`src/rtl/tdmx_pkg.sv`:
```
package tdmx_pkg;
  typedef enum logic {
    PH_TAG  = 1'b0,
    PH_DATA = 1'b1
  } phase_e;
endpackage

```
`src/rtl/tdmx_timer.sv`:
```
module tdmx_timer
  import tdmx_pkg::*;
#(
  parameter int FRAME_LEN = 256,
  parameter int TAG_W     = 16,
  localparam int CNT_W    = $clog2(FRAME_LEN)
) (
  input  logic             clk,
  input  logic             rst,
  output logic [CNT_W-1:0] cnt_o,
  output logic             load_o,
  output logic             sync_o,
  output logic             ready_o,
  output logic             start_o
);
  localparam logic [CNT_W-1:0] LAST = CNT_W'(FRAME_LEN - 1);

  logic [CNT_W-1:0] cnt, cnt_nxt;
  logic             wrap;
  phase_e           ph_nxt;
  logic             sync_q, ready_q, start_q;

  always_comb begin
    wrap    = (cnt == LAST);
    cnt_nxt = wrap ? '0 : cnt + 1'b1;
    ph_nxt  = (cnt_nxt < CNT_W'(TAG_W)) ? PH_TAG : PH_DATA;
  end

  always_ff @(posedge clk) begin
    if (rst) begin
      cnt     <= LAST;
      sync_q  <= 1'b0;
      ready_q <= 1'b0;
      start_q <= 1'b0;
    end else begin
      cnt     <= cnt_nxt;
      sync_q  <= (ph_nxt == PH_TAG);
      ready_q <= wrap;
      start_q <= (cnt == '0);
    end
  end

  assign cnt_o   = cnt;
  assign load_o  = wrap;
  assign sync_o  = sync_q;
  assign ready_o = ready_q;
  assign start_o = start_q;


  sync_period_chk: assert property (@(posedge clk) disable iff (rst)
    $rose(sync_q) |-> ($past(cnt) == LAST) && ready_q);


  sync_width_chk: assert property (@(posedge clk) disable iff (rst)
    $fell(sync_q) |-> (cnt == CNT_W'(TAG_W)));


  ready_pulse_chk: assert property (@(posedge clk) disable iff (rst)
    ready_q |=> !ready_q && start_q);


  ready_in_sync_chk: assert property (@(posedge clk) disable iff (rst)
    ready_q |-> sync_q);
endmodule

```
`src/rtl/tdmx_assembler.sv`:
```
module tdmx_assembler #(
  parameter int TAG_W     = 16,
  parameter int SLOT_W    = 20,
  parameter int NUM_SLOTS = 12,
  localparam int FRAME_LEN = TAG_W + NUM_SLOTS * SLOT_W,
  localparam int PAD_W     = TAG_W - 1 - NUM_SLOTS
) (
  input  logic [TAG_W-1:0]            tag_i,
  input  logic [NUM_SLOTS*SLOT_W-1:0] slot_data_i,
  output logic [FRAME_LEN-1:0]        frame_o
);
  // The tag field keeps the frame flag and one flag per slot; the rest is padding.
  generate
    if (PAD_W > 0) begin : g_pad
      assign frame_o[FRAME_LEN-1 -: TAG_W] = {tag_i[TAG_W-1 -: NUM_SLOTS+1], {PAD_W{1'b0}}};
    end else begin : g_nopad
      assign frame_o[FRAME_LEN-1 -: TAG_W] = tag_i[TAG_W-1 -: TAG_W];
    end
  endgenerate

  for (genvar k = 0; k < NUM_SLOTS; k++) begin : g_slot
    localparam int TOP = FRAME_LEN - 1 - TAG_W - k * SLOT_W;
    assign frame_o[TOP -: SLOT_W] =
      tag_i[TAG_W-2-k] ? slot_data_i[k*SLOT_W +: SLOT_W] : '0;
  end
endmodule

```
`src/rtl/tdmx_shifter.sv`:
```
module tdmx_shifter #(
  parameter int FRAME_LEN = 256,
  parameter int TAG_W     = 16,
  parameter int NUM_SLOTS = 12
) (
  input  logic                 clk,
  input  logic                 rst,
  input  logic                 load_i,
  input  logic [FRAME_LEN-1:0] frame_i,
  output logic                 sdata_o
);
  localparam int PAD_W = TAG_W - 1 - NUM_SLOTS;

  logic [FRAME_LEN-1:0] sr;
  logic                 sdata_q;

  always_ff @(posedge clk) begin
    if (rst) begin
      sr      <= '0;
      sdata_q <= 1'b0;
    end else begin
      sdata_q <= sr[FRAME_LEN-1];
      sr      <= load_i ? frame_i : {sr[FRAME_LEN-2:0], 1'b0};
    end
  end

  assign sdata_o = sdata_q;

  generate
    if (PAD_W > 0) begin : g_padchk

      tag_pad_chk: assert property (@(posedge clk) disable iff (rst)
        load_i |-> (frame_i[FRAME_LEN-TAG_W +: PAD_W] == '0));
    end
  endgenerate
endmodule

```
`src/rtl/tdm_frame_tx.sv`:
```
module tdm_frame_tx #(
  parameter int TAG_W     = 16,
  parameter int SLOT_W    = 20,
  parameter int NUM_SLOTS = 12,
  localparam int FRAME_LEN = TAG_W + NUM_SLOTS * SLOT_W,
  localparam int CNT_W     = $clog2(FRAME_LEN)
) (
  input  logic                        clk,
  input  logic                        rst,
  input  logic [TAG_W-1:0]            tag_i,
  input  logic [NUM_SLOTS*SLOT_W-1:0] slot_data_i,
  output logic                        sync_o,
  output logic                        sdata_o,
  output logic                        ready_o,
  output logic                        frame_start_o
);
  logic [CNT_W-1:0]     cnt;
  logic                 load;
  logic [FRAME_LEN-1:0] frame;

  tdmx_timer #(.FRAME_LEN(FRAME_LEN), .TAG_W(TAG_W)) u_timer (
    .clk     (clk),
    .rst     (rst),
    .cnt_o   (cnt),
    .load_o  (load),
    .sync_o  (sync_o),
    .ready_o (ready_o),
    .start_o (frame_start_o)
  );

  tdmx_assembler #(.TAG_W(TAG_W), .SLOT_W(SLOT_W), .NUM_SLOTS(NUM_SLOTS)) u_asm (
    .tag_i       (tag_i),
    .slot_data_i (slot_data_i),
    .frame_o     (frame)
  );

  tdmx_shifter #(.FRAME_LEN(FRAME_LEN), .TAG_W(TAG_W), .NUM_SLOTS(NUM_SLOTS)) u_shift (
    .clk     (clk),
    .rst     (rst),
    .load_i  (load),
    .frame_i (frame),
    .sdata_o (sdata_o)
  );


  first_tag_bit_chk: assert property (@(posedge clk) disable iff (rst)
    (frame_start_o && (cnt == CNT_W'(1))) |-> (sdata_o == $past(frame[FRAME_LEN-1], 2)));
endmodule

```
`config.mk`:
```
export PLATFORM = sky130hd
export DESIGN_NAME = tdm_frame_tx
export DESIGN_NICKNAME = d
export VERILOG_FILES = /design/src/rtl/tdmx_pkg.sv /design/src/rtl/tdmx_timer.sv /design/src/rtl/tdmx_assembler.sv /design/src/rtl/tdmx_shifter.sv /design/src/rtl/tdm_frame_tx.sv
export SDC_FILE = /design/constraint.sdc
export NUM_CORES = 1
export LEC_CHECK = 0
export ABC_AREA = 1
export ABC_CLOCK_PERIOD_IN_PS = 2000
export BUFFER_PORTS_ARGS = -buffer_cell sky130_fd_sc_hd__buf_4
export CORE_MARGIN = 1
export CORE_UTILIZATION = 50
export CTS_BUF_LIST = sky130_fd_sc_hd__clkbuf_8
export DETAILED_ROUTE_END_ITERATION = 10
export PLACE_DENSITY = 0.82
export SLEW_MARGIN = 15
export SYNTH_ARGS = -nofsm -noshare
export SYNTH_HDL_FRONTEND = slang
export SYNTH_SLANG_ARGS = --single-unit
export TNS_END_PERCENT = 10
```
`constraint.sdc`:
```
create_clock -name clk -period 2 [get_ports clk]
set_clock_uncertainty 0.1 [all_clocks]
set_input_delay 0.1 -clock clk [delete_from_list [all_inputs] [get_ports clk]]
set_output_delay 0.1 -clock clk [all_outputs]
set_load 0.01 [all_outputs]
```
# [After elaboration in Yosys (flattened, before gate mapping)]
# Index checks and enable logic that the tools add are counted.
[totals] reg_bits=268 inputBits=258 out_inout_bits=4 word_cells=30
[classes] addsub=1 order_cmp=1 n_eq_ne=1 muxes=14 bitwise=2 n_reduce_logical=3
[ops] op="two-way mux 256 bit" count=1
[ops] op="two-way mux 20 bit" count=12
[ops] op="adder 8 x 1 -> 8 bit (second input constant)" count=1
[ops] op="== test 8 bit (second input constant)" count=1
[ops] op="logical NOT 8 bit" count=1
[ops] op="< comparator 8 x 5 -> 1 bit (second input constant)" count=1
[ops] op="two-way mux 8 bit" count=1
[ops] op="OR reduction 3 bit" count=1
[ops] op="NOT 1 bit" count=2
[ops] op="OR reduction 2 bit" count=1

# [Logic depth before layout (Yosys ltp)]
# Gate-level depths: netlist (run 1).
[depth] word_depth=3 ltp_mapped=9 depth_no_buf=8

# [Cells and area by module]
# From an unflattened synthesis (run 1), not the netlist that was laid out.
[unflattened] cells_unflattened=2210 hier_area_um2=13349.1
[modules_own_cells] module="tdmx_shifter" instances=1 cells_each=1622 area_per_inst_um2=10633.9
[modules_own_cells] module="tdmx_assembler" instances=1 cells_each=521 area_per_inst_um2=2195.9
[modules_own_cells] module="tdmx_timer" instances=1 cells_each=67 area_per_inst_um2=519.2

# [Least setup slack after synthesis (run 1)]
# Ideal clock, no wire load.
[synth_path] path_type="flip-flop to flip-flop" from="register u_timer.cnt[0], in the netlist u_timer.cnt_o[0]" to="register u_shift.sr[10]" arrival_time_ps=1396 required_ps=1840 path_slack_ps=445 stages_incl_launch_ff=9 path_buffers=2 synth_period_minus_slack_ps=1555 cell_sequence="dfxtp_1 > ha_1 > nand2_1 > nor2_2 > nand2_4 > buf_2 > clkbuf_1 > nand3_1 > nand2_1"
[synth_between] elab_chain_cells=2
[synth_lines] item="from (decl)" line_no="tdmx_timer.sv:18" rtl="logic [CNT_W-1:0] cnt, cnt_nxt;"
[synth_lines] item="from (signal assigned)" line_no="tdmx_timer.sv:36" rtl="cnt <= cnt_nxt;"
[synth_lines] item="== test 8 bit" line_no="tdmx_timer.sv:24" rtl="wrap = (cnt == LAST);"
[synth_lines] item="two-way mux 256 bit" line_no="tdmx_shifter.sv:23" rtl="sr <= load_i ? frame_i : {sr[FRAME_LEN-2:0], 1'b0};"
[synth_lines] item="to (signal assigned)" line_no="tdmx_shifter.sv:23"
[synth_lines] item="to (decl)" line_no="tdmx_shifter.sv:14" rtl="logic [FRAME_LEN-1:0] sr;"
# No other way between the ends.
# A chain may end at the register's enable or synchronous reset.

# [Worst setup path in the final report (run 1)]
[layout_path] from="register u_timer.cnt[1], in the netlist u_timer.cnt_o[1]" to="register u_shift.sr[59]"
# The elaborated chain is that of the path after synthesis.

==> results of run 1 <==
-- synth_stat cells --
cell type,n,area (sq um)
a21oi_1,27,135
buf_1,13,48.8
buf_2,11,55.1
buf_4,1,7.51
buf_6,23,259
clkbuf_1,56,210
dfxtp_1,268,5370
ha_1,2,25.0
inv_1,19,71.3
nand2_1,316,1190
nand2_4,1,11.3
nand3_1,446,2230
nand4_1,1,6.26
nor2_1,13,48.8
nor2_2,2,12.5
nor2_4,2,22.5
nor4_1,1,6.26
o21ai_0,3,15.0
-- area by class of cell --
| type | count | area share, % |
|---|---|---|
| Clock inverter | 17 | 1.03 |
| Timing Repair Buffer | 540 | 32.0 |
| Sequential cell | 268 | 35.0 |
| Tap cell | 260 | 2.12 |
| Clock buffer | 56 | 5.02 |
| Inverter | 19 | 0.497 |
| Multi-Input combinational cell | 814 | 24.3 |
| Antenna cell | 7 | 0.114 |
-- metal layers --
| metal | routed length, um | up-vias | global-route usage (%) |
|---|---|---|---|
| met5 | 13 | - | 0 |
| met4 | 2620 | 2 | 26.8 |
| met3 | 3000 | 247 | 9.08 |
| met2 | 19400 | 753 | 64.9 |
| met1 | 13000 | 5225 | 37.2 |
| li1 | - | 4986 | - |
-- worst max path at each step --
stage,start,endpoint,slack (ns),depth (start not counted)
global route,u_timer.cnt_o[1],u_shift.sr[159],-0.02,9
global placement,u_timer.cnt_o[1],u_shift.sr[115],0.16,9
CTS,u_timer.cnt_o[1],u_shift.sr[139],0.03,9
detailed placement,u_timer.cnt_o[1],u_shift.sr[132],0.05,9
floorplan,u_timer.cnt_o[0],u_shift.sr[10],0.44,8
finish,u_timer.cnt_o[1],u_shift.sr[59],0.07,9
-- layout by cell type (no fill, tap or decap), types with 3 or more instances in the layout --
| cell | count |
|---|---|
| nand2_1 | 314 |
| nor2_1 | 13 |
| bufinv_16 | 3 |
| clkbuf_8 | 56 |
| nand3_1 | 446 |
| buf_4 | 269 |
| dfxtp_1 | 266 |
| a21oi_1 | 27 |
| diode_2 | 7 |
| nor2_4 | 3 |
| buf_12 | 14 |
| o21ai_0 | 3 |
| inv_1 | 27 |
| dlygate4sd3_1 | 254 |
-- power by group through the flow --
stage / sequential [W] / clock (W) / combinational (W)
finish: 0.00636 / 0.00513 / 0.00373
detailed placement: 0.00640 / 0 / 0.00293
global route: 0.00640 / 0.00541 / 0.00401
CTS: 0.00629 / 0.00504 / 0.00337
floorplan: 0.00634 / 0 / 0.00206
global placement: 0.00637 / 0 / 0.00289
-- sequential cells by signal, indices dropped and copies added, names as in the netlist --
| register | cells |
|---|---|
| u_shift.sr | 256 |
| u_timer.cnt_o | 8 |
| u_timer.ready_o | 1 |
| u_timer.sync_o | 1 |
| u_shift.sdata_o | 1 |
| u_timer.start_o | 1 |
-- cell families (layout without fill, tap and decap cells) --
family | Yosys count | in the layout | share of synthesized area [%]
buffers and inverters | 123 | 632 | 6.71
adders and majority gates | 2 | 2 | 0.257
DFF | 268 | 268 | 55.2
other | 0 | 7 | 0
AOI/OAI and AO/OA | 30 | 30 | 1.54
and+or+nand+nor | 782 | 782 | 36.3
-- stage by stage --
stage | area (sq um) | setup WS (ns) | hold WS, ns | TNS, ns | util, %
3_3_place_gp | 11800 | 0.156 | 0.192 | 0 | 62.2
2_1_floorplan | 9720 | 0.445 | 0.103 | 0 | -
5_1_grt | 15300 | -0.0203 | 0.228 | -0.0327 | 81.2
3_5_place_dp | 11800 | 0.0529 | 0.193 | 0 | 62.2
6_report | 15300 | 0.0695 | 0.231 | 0 | 81.2
4_1_cts | 15200 | 0.0251 | 0.202 | 0 | 80.6
-- critical path, delay by kind of cell (launching register included) --
family	cells	cell delay [ns]
simple gates	6	0.81
flops	1	0.35
buf+inv	2	0.37
fa+ha+maj	1	0.19
-- repair_timing --
| item | CTS | global route |
|---|---|---|
| setup buffers | 0 | 4 |
| hold endpoints to repair | 255 | 0 |
| hold buffers | 254 | 0 |
| resized for setup | 0 | 8 |
| setup endpoints to repair | 0 | 190 |
==> results.md, run 1 <==
- Status: completed
- Multi-input logic area: between 3000 and 4000 sq um
- Flops & latches, synth: about 270
- Register area: 5370 sq um
- Pleak: 7.34 nW
- CTS Buf Count: between 40 and 50
- DRT Pass-1 Iters: 6
- Warnings from Yosys: 0
- Destination of the worst hold path: u_shift.sr[175]
- Clk pwr share: 33.7%
- Number of port buffers: roughly 260
- Syn Area/Cell: around 8.1 sq um
- DR WL/cell: approximately 19 um
- Vias: roughly 11000
- Hold path depth: 4
- Via density: approximately 5.7
- Fraction of layout cells with a size suffix above 1: between 20% and 30%
- RD Place Congestion: between 0.7 and 0.8
- CP required: 2.36 ns
- Min Tclk post-route: a little under 2 ns
- Reg clk slew, reported paths: roughly 0.07 ns
- CP max-delay cell: dfxtp_2
- CTS tree: built
- Clock tree buffer depth: 3
- Post-synthesis cell area: 9720 sq um
- Cells on worst reg2reg path: 9
- Post-synthesis sequential area ratio: between 50% and 60%
- CTS sink count: approximately 270
- Final Instance Count excl. Fillers: 1981
- DRT antenna net count: 0
- Yosys cell types: 18
- Slew headroom: roughly 57%
- Worst path cell trace: ha_2, nand2_2, nor2_4, nand2_8, nor2_4, buf_12, buf_12, nand3_1, nand2_1
- Power per Cell Area: roughly 990 nW/um^2
- Fin crit share: a little under 100%
- Post-Syn Instances: 1205
- WL final: 38.0 mm
- Total global-route track usage: between 30 and 40%
- Core Box Area: between 15000 and 20000 sq um
- Global-route wire length before repair: roughly 57 mm
- Hold Startpoint: slot_data_i[75]
- Layout area overhead: 57.9%
- Overflow after GRT: 0
- FMAX: 518 MHz
- Slowest stage delay, CP: 0.35 ns
- Net Sw Frac: between 30% and 40%
- Sequential power share: about two fifths
- Final hold vios: 0
- Actual slew at the worst max-slew pin: between 0.6 and 0.7 ns
- IO Pins: between 200 and 300
- DP HPWL: between 15 and 20 mm
- FP Rows: 50
- H-tree depth: 2
- Cell-internal power: 0.0105 W
- Critical path type: reg2reg
- First-iteration detailed-routing DRC count: a little over 1000
- Crit Reg-Reg Endpoint: u_shift.sr[59]
- Reg2reg setup slack: roughly 0.07 ns
- CP Capture Type: register
- P_sw: roughly 0.0047 W
- Max-capacitance violation count: 0
- Die W: approximately 140 um
- CP max FO: 23
- Maximum VDD drop: between 800 and 900 uV
- Comb power frac: between 20% and 30%
- Worst setup SP type: register
- Initial antenna violation count: 6
- Number of global-route vias before repair: between 10000 and 15000
- Critical path arrival: approximately 2.3 ns
- Die Y: between 100 and 150 um
- Fill cells: about 1000
- Die area: 20000 sq um
- Clk root buf: clkbuf_8
- # setup viols final: 0
- DRC violations left: 0
- Inst Count DP: approximately 1600
- Hold Path Class: in2reg
- Largest net degree at the start of global routing: 74
- Reg2reg start: u_timer.cnt_o[1]
- Initial core utilization: 51.4%
- Pwr Total: between 0.015 and 0.02 W
- Max-slew violations: 0
- Syn nets: 1465
- NumNets Final: 1946
- Worst skew pair latency: 0.53 ns
Power figures use the tool's default switching activity.
==> inputs of run 2 (changes only) <==
--- a/config.mk
+++ b/config.mk
@@ -13,6 +13,7 @@
 export CTS_BUF_LIST = sky130_fd_sc_hd__clkbuf_8
 export DETAILED_ROUTE_END_ITERATION = 10
 export PLACE_DENSITY = 0.82
+export RECOVER_POWER = 25
 export SLEW_MARGIN = 15
 export SYNTH_ARGS = -nofsm -noshare
 export SYNTH_HDL_FRONTEND = slang
==> results.md, run 2 (same netlist as run 1, synthesis figures left out) <==
- Status: completed
- Min Tclk post-route: about 1.9 ns
- Overflow after GRT: 0
- IO Pins: between 200 and 300
- Via density: between 5 and 6
- Clk root buf: clkbuf_8
- Post-Layout Inst Area: approximately 15000 sq um
- Initial antenna violation count: 6
- Initial core utilization: roughly 50%
- Slew headroom: a little under three fifths
- FMAX: 522 MHz
- Power per Cell Area: slightly below 1000 nW/um^2
- Critical path type: reg2reg
- Number of port buffers: between 200 and 300
- Reg2reg start: u_timer.cnt_o[1]
- First-iteration detailed-routing DRC count: around 1000
- FP Rows: 50
- Largest net degree at the start of global routing: between 70 and 80
- Setup ws final: between 0.08 and 0.09 ns
- WL final: 37.9 mm
- Multi-input logic area: between 3000 and 4000 sq um
- Worst setup SP type: register
- H-tree depth: 2
- Maximum VDD drop: slightly below 900 uV
- DRT antenna net count: 0
- Number of global-route vias before repair: between 10000 and 15000
- Reg2reg setup slack: 0.08 ns
- Pwr Total: 0.0152 W
- DR WL/cell: 19.1 um
- CP required: about 2.4 ns
- Max FFs per register: approximately 260
- CTS sink count: between 200 and 300
- Metal2 WL: 19.3 mm
- Most common cell after layout, fill and taps aside: nand3_1
- CP max FO: 23
- Critical path arrival: 2.27 ns
- Fraction of layout cells with a size suffix above 1: 20.8%
- Clock tree buffer depth: 3
- CTS Buf Count: 43
- Reg clk slew, reported paths: 0.07 ns
- Highest Signal Layer: met5
- Final hold vios: 0
- Fill cells: approximately 1000
- Register area: 5370 sq um
- Core Box Area: approximately 19000 sq um
- Final Instance Count excl. Fillers: a little under 2000
- NumNets Final: around 2000
- DP HPWL: roughly 16 mm
- Die Y: approximately 140 um
- Max-slew violations: 0
- DRC violations left: 0
- Worst skew pair latency: roughly 0.53 ns
- Die area: between 15000 and 20000 sq um
- Inst Count DP: between 1500 and 2000
- Crit path launch: u_timer.cnt_o[1]
- Setup WS pre-CTS: between 0.05 and 0.06 ns
- Global-route wire length before repair: between 50 and 60 mm
- Critical Path End: u_shift.sr[59]
- Pleak: roughly 7.3 nW
- Area after DPL: approximately 12000 sq um
- RD Place Congestion: approximately 0.78
- Reg with most FFs: u_shift.sr
- Die W: 141 um
- Vias: 11200
- Fin crit share: 95.8%
- Crit Reg-Reg Endpoint: u_shift.sr[59]
- Layout area overhead: 57.7%
- Routed wl met3: about 3.2 mm
- Cells on worst reg2reg path: 9
- CTS tree: built
- DRT Pass-1 Iters: 8
- # setup viols final: 0
- Actual slew at the worst max-slew pin: between 0.6 and 0.7 ns
- Total global-route track usage: around 36%
- M1 WL: approximately 13 mm
- Hold Path Class: in2reg
- Final core utilization: 81.1%
- CP Capture Type: register
- Max-capacitance violation count: 0
- Most frequent cells in the layout: nand3_1 (446), nand2_1 (314), dfxtp_1 (266)
==> run 2: worst min path at each step <==
stage	startpoint	to	cells past startpoint
after floorplan	tag_i[15]	u_shift.sr[255]	2
after global placement	tag_i[15]	u_shift.sr[255]	3
after detailed placement	tag_i[15]	u_shift.sr[255]	3
after CTS	tag_i[15]	u_shift.sr[255]	4
after global routing	slot_data_i[167]	u_shift.sr[67]	4
final	slot_data_i[75]	u_shift.sr[175]	4
==> run 2: area by class of cell <==
cell class              instances  share of cell area, %
diodes                          7                  0.114
inverters                      19                  0.498
flip-flops and latches        268                   35.0
well taps                     260                   2.12
repair buffers                540                   31.9
clock inverters                17                   1.03
multi-input cells             814                   24.3
clock buffers                  56                   5.03
==> run 2: critical path, stage by stage (launching register included) <==
cell	delay (ns)
dfxtp_2	0.35
ha_2	0.19
nand2_2	0.09
nor2_4	0.19
nand2_8	0.08
nor2_4	0.21
buf_12	0.20
buf_12	0.17
nand3_1	0.12
nand2_1	0.10
==> run 2: report_power, final <==
group	total (W)	internal [W]	leakage [nW]	switching (W)
clock	0.00513	0.00289	0.506	0.00224
combinational	0.00370	0.00151	4.64	0.00219
sequential	0.00636	0.00606	2.17	0.000299
total	0.0152	0.0105	7.32	0.00473
==> run 2: through the flow <==
stage          TNS [ns]  hold slack [ns]
2_1_floorplan         0            0.103
3_3_place_gp          0            0.192
3_5_place_dp          0            0.193
4_1_cts               0            0.202
5_1_grt         -0.0184            0.228
6_report              0            0.232
==> run 2: routing by layer <==
metal  global-route usage, %  up-vias
met2                    64.9      811
li1                        -     4985
met4                    26.8        2
met1                    37.2     5175
met3                    9.08      258
met5                       0        -
==> run 2: repair_timing <==
item,4_1_cts,5_1_grt
hold buffers,254,0
buffers inserted,0,4
resized for setup,0,8
endpoints found under the hold margin,255,0
setup endpoints to repair,0,190
